## config.mk

```make
export PLATFORM = sky130hd
export DESIGN_NAME = mash_noise_cancel
export DESIGN_NICKNAME = d
export VERILOG_FILES = /design/src/rtl/mash_cmb_pkg.sv /design/src/rtl/mash_cmb_ctrl.sv /design/src/rtl/mash_cmb_datapath.sv /design/src/rtl/mash_noise_cancel.sv
export SDC_FILE = /design/constraint.sdc
export NUM_CORES = 1
export LEC_CHECK = 0
export BUFFER_PORTS_ARGS = -buffer_cell sky130_fd_sc_hd__buf_2
export CAP_MARGIN = 5
export CORE_ASPECT_RATIO = 1.4
export CORE_MARGIN = 1
export CORE_UTILIZATION = 40
export CTS_BUF_LIST = sky130_fd_sc_hd__clkbuf_2 sky130_fd_sc_hd__clkbuf_4 sky130_fd_sc_hd__clkbuf_8
export CTS_CLUSTER_DIAMETER = 50
export CTS_CLUSTER_SIZE = 40
export DETAILED_ROUTE_END_ITERATION = 6
export GPL_TIMING_DRIVEN = 0
export PLACE_DENSITY = 0.66
export SETUP_SLACK_MARGIN = 0.4
export SYNTH_ARGS = -nofsm -noshare
export SYNTH_HDL_FRONTEND = slang
export SYNTH_SLANG_ARGS = --single-unit
export TNS_END_PERCENT = 10
```

## constraint.sdc

```tcl
create_clock -name clk -period 9.76 [get_ports clk]
set_input_delay 1.464 -clock clk [delete_from_list [all_inputs] [get_ports clk]]
set_output_delay 1.464 -clock clk [all_outputs]
set_load 0.01 [all_outputs]
```

## src/rtl/mash_cmb_pkg.sv

```systemverilog
package mash_cmb_pkg;

  // Strobes from control to datapath
  typedef struct packed {
    logic advance;   // shift a new sample through every path
    logic clear;     // zero all histories and the output
  } ctrl_strobe_t;

  // Largest |sum|: level peak times sum of (diff gain 2^k)*(shift gain 2^(k*g))
  function automatic int peakMag(input int stages, input int gainShift, input int codeW);
    int acc;
    int maxLvl;
    acc    = 0;
    maxLvl = (1 << codeW) - 1;
    for (int k = 0; k < stages; k++) begin
      acc += maxLvl << (k * (gainShift + 1));
    end
    return acc;
  endfunction

  function automatic int outWidth(input int stages, input int gainShift, input int codeW);
    return $clog2(peakMag(stages, gainShift, codeW) + 1) + 1;
  endfunction

endpackage

```

## src/rtl/mash_cmb_ctrl.sv

```systemverilog
module mash_cmb_ctrl
  import mash_cmb_pkg::*;
(
  input  logic         clk,
  input  logic         rst,
  input  logic         validIn,
  output ctrl_strobe_t strobe,
  output logic         validOut
);

  always_comb begin
    strobe.clear   = rst;
    strobe.advance = validIn & ~rst;
  end

  always_ff @(posedge clk) begin
    if (rst) validOut <= 1'b0;
    else     validOut <= validIn;
  end


  valid_follow_chk: assert property (@(posedge clk) disable iff (rst)
    validIn |=> validOut);


  valid_idle_chk: assert property (@(posedge clk) disable iff (rst)
    !validIn |=> !validOut);

endmodule

```

## src/rtl/mash_cmb_datapath.sv

```systemverilog
module mash_cmb_datapath
  import mash_cmb_pkg::*;
#(
  parameter int NUM_STAGES = 4,
  parameter int CODE_W     = 2,
  parameter int GAIN_SHIFT = 1,
  parameter int OUT_W      = 9
) (
  input  logic                          clk,
  input  ctrl_strobe_t                  strobe,
  input  logic [NUM_STAGES*CODE_W-1:0]  stageCodes,
  output logic signed [OUT_W-1:0]       sumOut
);

  localparam int MAX_LVL = (1 << CODE_W) - 1;
  localparam int PEAK    = peakMag(NUM_STAGES, GAIN_SHIFT, CODE_W);

  logic signed [OUT_W-1:0] pathBus [NUM_STAGES];

  for (genvar s = 0; s < NUM_STAGES; s++) begin : g_stage
    localparam int DLY   = NUM_STAGES - 1 - s;
    localparam int BOUND = MAX_LVL << s;

    logic [CODE_W-1:0]       code;
    logic signed [OUT_W-1:0] lvl;
    logic signed [OUT_W-1:0] shaped;
    logic signed [OUT_W-1:0] aligned;

    assign code = stageCodes[s*CODE_W +: CODE_W];
    // level = 2*code - MAX_LVL
    assign lvl  = $signed({{(OUT_W-CODE_W-1){1'b0}}, code, 1'b0}) - $signed(OUT_W'(MAX_LVL));

    if (s == 0) begin : g_nodiff
      assign shaped = lvl;
    end else begin : g_diff
      logic signed [OUT_W-1:0] prevR [s];
      logic signed [OUT_W-1:0] tap   [s+1];
      always_comb begin
        tap[0] = lvl;
        for (int j = 0; j < s; j++) tap[j+1] = tap[j] - prevR[j];
      end
      always_ff @(posedge clk) begin
        if (strobe.clear) begin
          for (int j = 0; j < s; j++) prevR[j] <= '0;
        end else if (strobe.advance) begin
          for (int j = 0; j < s; j++) prevR[j] <= tap[j];
        end
      end
      assign shaped = tap[s];
    end

    if (DLY == 0) begin : g_nodly
      assign aligned = shaped;
    end else begin : g_dly
      logic signed [OUT_W-1:0] dlyR [DLY];
      always_ff @(posedge clk) begin
        if (strobe.clear) begin
          for (int i = 0; i < DLY; i++) dlyR[i] <= '0;
        end else if (strobe.advance) begin
          dlyR[0] <= shaped;
          for (int i = 1; i < DLY; i++) dlyR[i] <= dlyR[i-1];
        end
      end
      assign aligned = dlyR[DLY-1];
    end

    assign pathBus[s] = aligned <<< (s * GAIN_SHIFT);


    diff_bound_chk: assert property (@(posedge clk) disable iff (strobe.clear)
      (shaped <= BOUND) && (shaped >= -BOUND));
  end

  logic signed [OUT_W-1:0] sumNext;
  always_comb begin
    sumNext = '0;
    for (int s = 0; s < NUM_STAGES; s++) sumNext = sumNext + pathBus[s];
  end

  always_ff @(posedge clk) begin
    if (strobe.clear)        sumOut <= '0;
    else if (strobe.advance) sumOut <= sumNext;
  end


  no_overflow_chk: assert property (@(posedge clk) disable iff (strobe.clear)
    (sumOut <= PEAK) && (sumOut >= -PEAK));


  idle_hold_chk: assert property (@(posedge clk) disable iff (strobe.clear)
    !strobe.advance |=> $stable(sumOut));


  reset_clear_chk: assert property (@(posedge clk) disable iff (strobe.clear)
    $past(strobe.clear) |-> (sumOut == '0));

endmodule

```

## src/rtl/mash_noise_cancel.sv

```systemverilog
module mash_noise_cancel
  import mash_cmb_pkg::*;
#(
  parameter int NUM_STAGES = 4,
  parameter int CODE_W     = 2,
  parameter int GAIN_SHIFT = 1
) (
  input  logic                                                   clk,
  input  logic                                                   rst,
  input  logic                                                   validIn,
  input  logic [NUM_STAGES*CODE_W-1:0]                           stageCodes,
  output logic                                                   validOut,
  output logic signed [outWidth(NUM_STAGES,GAIN_SHIFT,CODE_W)-1:0] outWord
);

  localparam int OUT_W = outWidth(NUM_STAGES, GAIN_SHIFT, CODE_W);

  ctrl_strobe_t strobe;

  mash_cmb_ctrl u_ctrl (
    .clk      (clk),
    .rst      (rst),
    .validIn  (validIn),
    .strobe   (strobe),
    .validOut (validOut)
  );

  mash_cmb_datapath #(
    .NUM_STAGES (NUM_STAGES),
    .CODE_W     (CODE_W),
    .GAIN_SHIFT (GAIN_SHIFT),
    .OUT_W      (OUT_W)
  ) u_dp (
    .clk        (clk),
    .strobe     (strobe),
    .stageCodes (stageCodes),
    .sumOut     (outWord)
  );

endmodule

```

Yosys cells after proc, flatten, opt, wreduce, memory -nomap -nowiden
Memory sizes are Yosys's and may differ from the RTL's.
Cells that the tools add are included.
{"block": "word_totals", "wordCells": 54, "ff_bits": 10, "input_bits": 11, "latch_bits": 0, "output_inout_bits": 10, "n_memories": 6, "ramBits": 108, "mem_bits_ro": 0}
{"block": "op_classes", "n_lt_le_gt_ge": 0, "add_sub_neg": 13, "n_mul": 0, "mux": 19, "n_bitwise": 12, "n_shift": 0, "n_reduce_logical": 2, "n_div": 0, "eq_ne": 0}
{"name": "u_dp.g_stage[0].g_dly.dlyR", "depth": 3, "width": 9, "read_ports": 3, "rd_clocked_by_memory_dff": 0, "wr": 3, "line": "mash_cmb_datapath.sv:55", "text": "logic signed [OUT_W-1:0] dlyR [DLY];"}
{"name": "u_dp.g_stage[3].g_diff.prevR", "depth": 3, "width": 9, "read_ports": 3, "rd_clocked_by_memory_dff": 0, "wr": 3, "line": "mash_cmb_datapath.sv:36", "text": "logic signed [OUT_W-1:0] prevR [s];"}
{"name": "u_dp.g_stage[1].g_dly.dlyR", "depth": 2, "width": 9, "read_ports": 2, "rd_clocked_by_memory_dff": 0, "wr": 2, "line": "mash_cmb_datapath.sv:55"}
{"name": "u_dp.g_stage[2].g_diff.prevR", "depth": 2, "width": 9, "read_ports": 2, "rd_clocked_by_memory_dff": 0, "wr": 2, "line": "mash_cmb_datapath.sv:36"}
{"name": "u_dp.g_stage[1].g_diff.prevR", "depth": 1, "width": 9, "read_ports": 1, "rd_clocked_by_memory_dff": 0, "wr": 1, "line": "mash_cmb_datapath.sv:36"}
{"name": "u_dp.g_stage[2].g_dly.dlyR", "depth": 1, "width": 9, "read_ports": 1, "rd_clocked_by_memory_dff": 0, "wr": 1, "line": "mash_cmb_datapath.sv:55"}
{"op": "two-way mux 9 bit", "n": 12}
{"op": "subtractor 9 bit", "n": 5}
{"op": "adder 9 bit", "n": 3}
{"op": "OR reduction 9 bit", "n": 2}
{"op": "subtractor 3 x 2 -> 4 bit, second input constant", "n": 4}
{"op": "bitwise OR 1 bit", "n": 10}
{"op": "two-way mux 1 bit", "n": 7}
{"op": "subtractor 6 bit", "n": 1}
{"op": "AND 1 bit", "n": 1}
{"op": "inverter 1 bit", "n": 1}

Depth between registers and ports, before layout
{"block": "logic_depth", "depth_word": 7, "mapped_depth": 19, "ltp_nobuf": 19}

Modules after synthesis
Synthesis repeated with hierarchy kept, for this count alone.
{"block": "unflattened", "hier_cells": 320, "hier_area_um2": 3643.5}
{"module": "mash_cmb_datapath", "seq_area_each_um2": 1711.6, "area_per_inst_um2": 3603.5, "cells_per_inst": 316, "n_inst": 1}
{"module": "mash_cmb_ctrl", "seq_area_each_um2": 20.0, "area_per_inst_um2": 40.0, "cells_per_inst": 4, "n_inst": 1}

Worst setup path before layout
OpenSTA, ideal clock, no wires.
{"block": "synth_path", "path_type": "input to register", "startpoint": "input port stageCodes[6]", "endpoint": "register u_dp.sumOut[8]", "arrival_time_ns": 5.577, "setup_ns": 0.079, "n_path_buf": 0, "t_required_ns": 9.681, "stages": 18, "setup_slack_ns": 4.104, "path_cell_list": "inv_1 ha_1 inv_1 fa_1 ha_1 xor2_1 ha_1 xor2_1 fa_1 inv_1 fa_1 inv_1 ha_1 a21oi_1 o21bai_1 a21oi_1 xnor3_1 a211oi_2"}
{"element": "start: declaration", "line": "mash_noise_cancel.sv:11", "text": "input logic [NUM_STAGES*CODE_W-1:0] stageCodes,"}
{"element": "end signal: assignment", "line": "mash_cmb_datapath.sv:82", "text": "else if (strobe.advance) sumOut <= sumNext;"}
{"element": "end: declaration", "line": "mash_cmb_datapath.sv:12", "text": "output logic signed [OUT_W-1:0] sumOut"}

==> results.md <==
* Status: completed
* Total die area at 0.009461 sq mm
* # DRC at 0
* Netlist cell types at 35
* Post-cts sizing count at 0
* Peak VDD IR at 0.0001198 V
* Area growth syn-to-layout at 11.24%
* DR pass1 iterations at 4
* Largest net degree at the start of global routing at 52
* # IOs at 21
* Tcrit/Tclk final at 58.72%
* Netlist Area Pre-Place at 0.003628 sq mm
* Detailed Place HPWL at 4300 um
* Max Clock Freq at 174.5 MHz
* Total power at 0.9703 mW
* Syn Nets at 377
* Slew at the pin closest to its max-slew limit at 1.180 ns
* Die W at 82.50 um
* Final Hold Fails at 0
* Top FF cell, synth: edfxtp_1
* Endpoints failing setup at 0
* CP required at 10.02 ns
* Clock slew at the register clock pins of the worst setup and hold paths at 0.07 ns
* Synth top area share at 42.21%
* Synth top cells by count: inv_1, edfxtp_1, nor2_1, ha_1, and2_1
* CTS Root Cell: clkbuf_8
* Die Ht at 114.7 um
* CP dominant cell by count: inv_1
* Critical path capture point type: register
* Clock skew at 0.007317 ns
* Detailed Route Iter0 Violations at 93
* ANT nets after route at 0
* Cell count after synthesis at 316
* Synth area leaders: edfxtp_1, ha_1, fa_1
* Final min period at 5.731 ns
* WS Path Type: input pin to register
* Syn Area/Cell at 11.48 sq um
* Clock H-tree levels at 3
* Share of flip-flops with an asynchronous set or reset at 0%
* Critical path launch point type: input pin
* Post-DR vias/cell at 4.652
* Register area share after synthesis at 47.72%
* Global placer's final weighted congestion at 0.7261
* CP max FO at 3
* Post-synth EDFFs at 51
* Clock Latency Late Sink at 0.33 ns
* Core box area at 0.008708 sq mm
* CTS Hold Bufs at 0
* Buffers added on ports at 20
* Overall routed net length at 5780 um
* Placed Area at 0.003860 sq mm
* Diode count at 0
* Antenna violations before repair at 0
* Avg WL per Cell at 12.65 um
* Deepest clock path buffer count at 2
* Crit-path cells: buf_2 -> inv_1 -> ha_1 -> inv_1 -> fa_1 -> ha_1 -> xor2_1 -> ha_1 -> inv_1 -> o21bai_1 -> xnor2_1 -> fa_1 -> inv_1 -> fa_1 -> ha_1 -> inv_1 -> o21bai_1 -> a21oi_1 -> xnor3_1 -> a211oi_2
* Count leader, synth: inv_1
* Worst hold stages at 2
* Layout cells sized above 1 at 11.65%
* Worst hold path class: register to register
* TritonCTS clock tree: done
* Core Rows at 40
* Slowest CP cell: fa_1
* Crit path DAT at 5.99 ns
* Cell area after layout at 0.004036 sq mm
* Worst slew margin relative to its limit at 21.31%
* Cell taking the most area after synthesis: edfxtp_1
* Slowest stage delay, CP at 0.55 ns
* Clk sink count at 61
* Gr usage total at 14.31%
* Ys Warns at 0
* Global-route wire length before repair at 9811 um
* RSZ-0062 raised after global routing: no
* Total grt overflow at 0
* TNS Setup at 0 ns
* FF+latch count, synth at 61
* Leak pwr at 1.852 nW
* Final core occ at 46.35%
* # nets final at 408
* Slew Limit Fails at 0
* Worst Reg-to-Reg Cells at 18
* Worst hold margin at 0.4911 ns
* Power Density at 240.4 mW/mm^2
* Vias in the first global route at 2237
* Total CTS buffers at 9
* Via count at 2126
* Initial core utilization at 41.67%
* Max-cap violation count at 0
* Post-CTS Repair Setup Buffers at 0
## registers in the layout (all words and copies together) (netlist names)
| register | cells |
|---|---|
| u_dp.g_stage.g_dly.dlyR | 28 |
| u_dp.g_stage.g_diff.prevR | 23 |
| u_dp.sumOut | 9 |
| u_ctrl.validOut | 1 |
## worst max-delay path, delay by kind of cell
family	cells	cell delay [ns]
fa+ha+maj	7	2.72
xor+xnor	3	0.68
buf+inv	6	0.40
compound gates	4	0.71
## where the power goes
group	total (mW)	internal [mW]	leakage (nW)	switching, mW
clock	0.199	0.0979	0.0880	0.101
combinational	0.445	0.221	1.12	0.224
sequential	0.326	0.314	0.644	0.0116
## through the flow
stage | setup slack (ns) | instances
floorplan | 4.104 | 316
global placement | 3.748 | 441
detailed placement | 3.703 | 441
CTS | 4.044 | 457
global route | 3.792 | 457
finish | 4.029 | 457
## cells in the final DEF (no fill, tap or decap), types with 2 or more instances in the layout
| cell | n |
|---|---|
| o21bai_1 | 2 |
| xor2_1 | 4 |
| inv_1 | 63 |
| xnor2_1 | 13 |
| clkbuf_8 | 10 |
| and2_1 | 24 |
| dfxtp_1 | 10 |
| edfxtp_1 | 51 |
| nor3_1 | 3 |
| nor2b_1 | 5 |
| a21boi_0 | 2 |
| a21oi_1 | 10 |
| mux2i_1 | 7 |
| buf_2 | 21 |
| ha_1 | 31 |
| clkbuf_1 | 4 |
| nand2b_1 | 3 |
| fa_1 | 19 |
| nor2_1 | 36 |
| xnor3_1 | 2 |
| o21ai_0 | 7 |
| clkinv_2 | 3 |
| clkinvlp_4 | 2 |
| a21o_1 | 5 |
## metal layers
metal	GRT usage, %	vias to the layer above	part of all wire [%]
li1	-	1086	-
met1	15.57	1010	41
met2	24.79	24	54
met3	3.347	6	2.7
met4	8.276	0	2.0
met5	0	-	0
## cell type report
class	instances	area [sq um]
well taps	105	131.4
inverters	63	236.5
repair buffers	20	100.1
flip-flops and latches	61	1732
plain buffers	7	35.03
multi-input cells	185	1625
clock buffers	10	137.6
fillers	805	4672
clock inverters	6	38.79
## cells by family after synthesis
family / share of synthesized area, %
adder cells (fa/ha/maj): 21.17
flip-flops: 47.72
buffers and inverters: 7.482
AND/OR/NAND/NOR: 10.69
XOR/XNOR: 5.345
multiplexers: 1.931
AO/OA/AOI/OAI: 5.655
## final timing paths
| kind | start | to | slack, ns |
|---|---|---|---|
| setup / recovery | stageCodes[6] | u_dp.sumOut[8]$_SDFFE_PP0P_ | 4.03 |
| hold / removal | u_dp.g_stage[0].g_dly.dlyR[0][18]$_SDFFCE_PN0P_ | u_dp.sumOut[0]$_SDFFE_PP0P_ | 0.49 |
| setup reg to reg | u_dp.g_stage[3].g_diff.prevR[0][1]$_SDFFCE_PN0P_ | u_dp.sumOut[8]$_SDFFE_PP0P_ | 4.92 |
| hold reg to reg | u_dp.g_stage[0].g_dly.dlyR[0][18]$_SDFFCE_PN0P_ | u_dp.sumOut[0]$_SDFFE_PP0P_ | 0.49 |
No activity file was read; power rests on OpenSTA's default activity.
